--- config.mk ---
export PLATFORM = sky130hd
export DESIGN_NAME = sram_ctrl
export DESIGN_NICKNAME = d
export VERILOG_FILES = /design/src/rtl/sram_ctrl.sv
export SDC_FILE = /design/constraint.sdc
export NUM_CORES = 1
export LEC_CHECK = 0
export ABC_AREA = 1
export CAP_MARGIN = 20
export CORE_MARGIN = 2
export CORE_UTILIZATION = 30
export DETAILED_ROUTE_END_ITERATION = 7
export GPL_TIMING_DRIVEN = 0
export HOLD_SLACK_MARGIN = 0.03
export PLACE_DENSITY = 0.7
export SYNTH_ARGS = -nofsm -noshare
export SYNTH_HDL_FRONTEND = slang
export SYNTH_SLANG_ARGS = --single-unit
--- constraint.sdc ---
create_clock -name clk -period 1 [get_ports clk]
set_input_delay 0.2 -clock clk [delete_from_list [all_inputs] [get_ports clk]]
set_output_delay 0.2 -clock clk [all_outputs]
set_load 0.02 [all_outputs]
--- src/rtl/sram_ctrl.sv ---
module sram_ctrl #(
  parameter int AW       = 15,
  parameter int DW       = 8,
  parameter int T_CLK_NS = 10,
  parameter int T_AA_NS  = 10,
  parameter int T_OE_NS  = 5,
  parameter int T_WP_NS  = 7,
  parameter int T_WC_NS  = 10,
  parameter int T_HZ_NS  = 4
) (
  input  logic          clk,
  input  logic          rst_n,
  input  logic          req,
  input  logic          we_req,
  input  logic [AW-1:0] addr,
  input  logic [DW-1:0] wdata,
  output logic          done,
  output logic [DW-1:0] rdata,
  output logic [AW-1:0] mem_addr,
  output logic          mem_ce_n,
  output logic          mem_we_n,
  output logic          mem_oe_n,
  output logic [DW-1:0] mem_dq_out,
  output logic          mem_dq_oe,
  input  logic [DW-1:0] mem_dq_in
);
  localparam int C_AA = (T_AA_NS + T_CLK_NS - 1) / T_CLK_NS;
  localparam int C_OE = (T_OE_NS + T_CLK_NS - 1) / T_CLK_NS;
  localparam int C_WP = (T_WP_NS + T_CLK_NS - 1) / T_CLK_NS;
  localparam int C_WC = (T_WC_NS + T_CLK_NS - 1) / T_CLK_NS;
  localparam int C_HZ = (T_HZ_NS + T_CLK_NS - 1) / T_CLK_NS;
  localparam int RD0  = (C_AA > C_OE) ? C_AA : C_OE;
  localparam int RD   = (RD0 > 1) ? RD0 : 1;
  localparam int WR0  = (C_WP > C_WC - 1) ? C_WP : C_WC - 1;
  localparam int WR   = (WR0 > 1) ? WR0 : 1;
  localparam int REC  = (C_HZ > 1) ? C_HZ : 1;
  localparam int MX0  = (RD > WR) ? RD : WR;
  localparam int MX   = (MX0 > REC) ? MX0 : REC;
  localparam int CW   = $clog2(MX + 1);

  typedef enum logic [2:0] {IDLE, SETUP, READ_WAIT, WRITE_PULSE, RECOVER} state_t;

  state_t        state;
  logic [CW-1:0] cnt, limit;
  logic          wr_q, last;
  logic [AW-1:0] a_q;
  logic [DW-1:0] d_q;

  always_comb begin
    case (state)
      READ_WAIT:   limit = CW'(RD - 1);
      WRITE_PULSE: limit = CW'(WR - 1);
      RECOVER:     limit = CW'(REC - 1);
      default:     limit = '0;
    endcase
  end

  assign last = (cnt == limit);

  always_ff @(posedge clk) begin
    if (!rst_n) begin
      state <= IDLE;
      cnt   <= '0;
      wr_q  <= 1'b0;
      a_q   <= '0;
      d_q   <= '0;
      rdata <= '0;
    end else begin
      case (state)
        IDLE: if (req) begin
          a_q   <= addr;
          d_q   <= wdata;
          wr_q  <= we_req;
          cnt   <= '0;
          state <= SETUP;
        end
        SETUP: begin
          cnt   <= '0;
          state <= wr_q ? WRITE_PULSE : READ_WAIT;
        end
        READ_WAIT: if (last) begin
          rdata <= mem_dq_in;
          cnt   <= '0;
          state <= RECOVER;
        end else cnt <= cnt + 1'b1;
        WRITE_PULSE: if (last) begin
          cnt   <= '0;
          state <= RECOVER;
        end else cnt <= cnt + 1'b1;
        RECOVER: if (last) begin
          cnt   <= '0;
          state <= IDLE;
        end else cnt <= cnt + 1'b1;
        default: state <= IDLE;
      endcase
    end
  end

  assign mem_addr   = a_q;
  assign mem_dq_out = d_q;
  assign mem_ce_n   = !(state == SETUP || state == READ_WAIT || state == WRITE_PULSE);
  assign mem_oe_n   = (state != READ_WAIT);
  assign mem_we_n   = (state != WRITE_PULSE);
  assign mem_dq_oe  = wr_q && (state == SETUP || state == WRITE_PULSE);
  assign done       = (state == RECOVER) && last;
endmodule


==> results.cfg <==
[routing]
dr_total_vias = 1668
dr_wl_met2_mm = 2.09
wl_met1_mm = 1.84
drc = 0
ant_nets = 0
post_drt_wl_per_cell_um = 11.1
dr.first_iter.drc_count = 66
routed_wl_mm = 4.26
viasPerCell = 4.33
detailedRoute.firstPassIterationCount = 4
route.met3.wl_um = 298
top_layer = met4

[clock_network]
path_clk_slew_ps = 70
cts_buffers = 5
numClockSinks = 35
clk_latency_ps = 280
cts_root_buf = clkbuf_8
cts_max_path_buffers = 2
cts_tree = yes
hold_buffers = 0
ctsHtreeMaxLevel = 2

[setup_path]
reg2reg_to = mem_dq_out[0]
crit_slowest_cell = dfxtp_4
critPathMaxStageDelay_ps = 380
cp_data_arrival_time_ps = 1040
regToRegSetupSlack_ps = -220
cp_max_fo = 6
r2r_cells = 8
crit_required_ps = 800
rr_startpoint = state[2]
worstPathCellList = inv_4, nand3_4, buf_6, buf_6
critPathLaunchType = flip-flop
cpMostUsedCell = buf_6
worstSetupEndpointType = output port
critical_path_class = flip-flop to output port

[sta]
hold_violations = 0
setup_slack_ps = -237
fin_setup_tns_ps = -5420
period_share_pct = 124
period_minus_slack_ps = 1240
relSlewSlack_pct = 66.3
slew_viol_final = 0
fmax_mhz = 809
hold_slack_ps = 213
setup_viol = 38
rsz0062_at_grt = true
tightest_slew_ps = 505
clock_skew_ps = 5.37

[placed_design]
io_buffer_count = 69
place_congestion = 0.732
preCtsSetupSlack_ps = -629
hpwl_mm = 2.89

[die]
rows = 26
initial_utilization_pct = 30.9
die_h_um = 76.6
die-area_mm2 = 0.00586
die-width_um = 76.6
io-pin-count = 71
fp.coreArea_mm2 = 0.00511

[final_layout]
fin_util_pct = 52.3
fin_nets = 350
diodes = 0
syn_to_final_growth_pct = 69.1
fillers = 522
layout-drive-gt1-share_pct = 35.6

[grt]
grt_pass1_vias = 1589
grt_pass1_wl_mm = 6.98
antenna_found_initial = 0
grt_max_degree = 11
grt_overflow_total = 0
gr-usage-all-layers_pct = 14.6

[yosys]
synth_top_area_cell = dfxtp_1
synth_seq_cells = 35
avgSynthCellArea_um2 = 6.96
syn_area_mm2 = 0.00158
syn_nets = 262
synth.distinct_cells = 18
netlist_instances = 227
synth.most_common_cell = nand2_1
synthTopCellsByArea = dfxtp_1 (44%), nand2_1 (9.7%), nor2_1 (9.5%)
async_reset_ff_share_pct = 0
synth.top_cell.area_share_pct = 44.4
synth.yosys.seq_area_share_pct = 44.4
yosysWarningCount = 0
synth_top_flop_cell = dfxtp_1
netlist_top_cells_count = nand2_1 (41), nor2_1 (40), inv_1 (37), dfxtp_1 (35), nand3_1 (27)
synth_edf_count = 0

[power_and_ir_drop]
pwr-share-comb_pct = 29.7
p_sw_mw = 1.12
p_sw_share_pct = 30.0
p_int_mw = 2.61
seqPwrFrac_pct = 43.1
power.share.clock_pct = 27.2
power_density_mw_per_mm2 = 1400
vdd_drop_max_mv = 0.863
p_leak_nw = 1.32

[job]
maxCapViolations = 0

[min_path]
hp-class = input pin to flip-flop
hold_start = rst_n
worstHoldEndpoint = mem_addr[11]
worstHoldPathCells = 3

[outcome]
outcome = finished with violations
violations = negative setup slack
[worst max path at each step]
stage	start	to	slack [ps]	cells past startpoint
finish	state[0]	mem_oe_n	-240	4
global route	state[2]	mem_addr[6]	-310	7
CTS	state[2]	mem_oe_n	-250	4
detailed placement	state[2]	mem_oe_n	-630	4
global placement	state[2]	mem_oe_n	-640	4
floorplan	state[2]	mem_addr[10]	3	5
[state kept, by name, indices dropped and copies added (netlist names)]
name        count
mem_dq_out      8
state           3
mem_addr       15
rdata           8
wr_q            1
[power groups by stage]
stage | clock network (mW) | registers, mW | logic (mW)
after floorplan | 0 | 1.76 | 0.423
after detailed placement | 0 | 1.63 | 1.01
after global placement | 0 | 1.63 | 0.998
after CTS | 1.06 | 1.60 | 1.04
final | 1.02 | 1.61 | 1.11
after global routing | 1.09 | 1.63 | 1.21
[per-stage QoR]
| step | area, um2 | total power [mW] | cells |
|---|---|---|---|
| 6_report | 2670 | 3.74 | 385 |
| 4_1_cts | 2540 | 3.70 | 382 |
| 3_3_place_gp | 2370 | 2.62 | 366 |
| 3_5_place_dp | 2370 | 2.64 | 366 |
| 5_1_grt | 2670 | 3.93 | 385 |
| 2_1_floorplan | 1590 | 2.18 | 227 |
[metal layers]
layer / vias to the layer above / global-route usage, %
met5: - / 0
met4: 0 / 3.82
met3: 4 / 5.33
met2: 50 / 25.5
met1: 743 / 16.8
li1: 871 / -
[critical path, delay by kind of cell (launching register included)]
kind,cells,cell delay [ps]
flops,1,380
buf+inv,3,300
simple gates,1,70
[logic make-up after synthesis]
logic type	count (synthesis)	synth area share [%]
flops	35	44.4
simple gates	114	30.3
compound gates	26	10.6
buf+inv	52	14.7
[final cells by class]
cell class / instances / area (um2) / share of cell area, %
sequential: 35 / 726 / 27.2
multi-input combinational: 140 / 726 / 27.2
buffer: 14 / 123 / 4.59
timing repair buffer: 82 / 774 / 29.0
inverter: 37 / 146 / 5.48
tap: 70 / 87.6 / 3.28
clock buffer: 6 / 82.6 / 3.09
clock inverter: 1 / 5.00 / 0.187
[timing repair]
item                       in CTS  in global routing
setup endpoints to repair      69                 55
setup buffers                   7                  5
gates cloned                    2                  0
pin swaps                       7                 12
resized for setup             192                 42
[layout by cell type, fill, tap and decap left out, types with 3 or more instances in the layout]
master and count:
buf_6 13, inv_1 35, clkdlybuf4s50_1 33, dfxtp_1 21, buf_4 34, a21oi_2 14
a21oi_1 10, nand3_2 3, clkbuf_8 6, nor2_2 5, dfxtp_2 11, dfxtp_4 3
buf_2 8, nand3_1 23, nand2_1 40, nor2_1 35
Note: power is estimated with default switching activity, not from simulation.
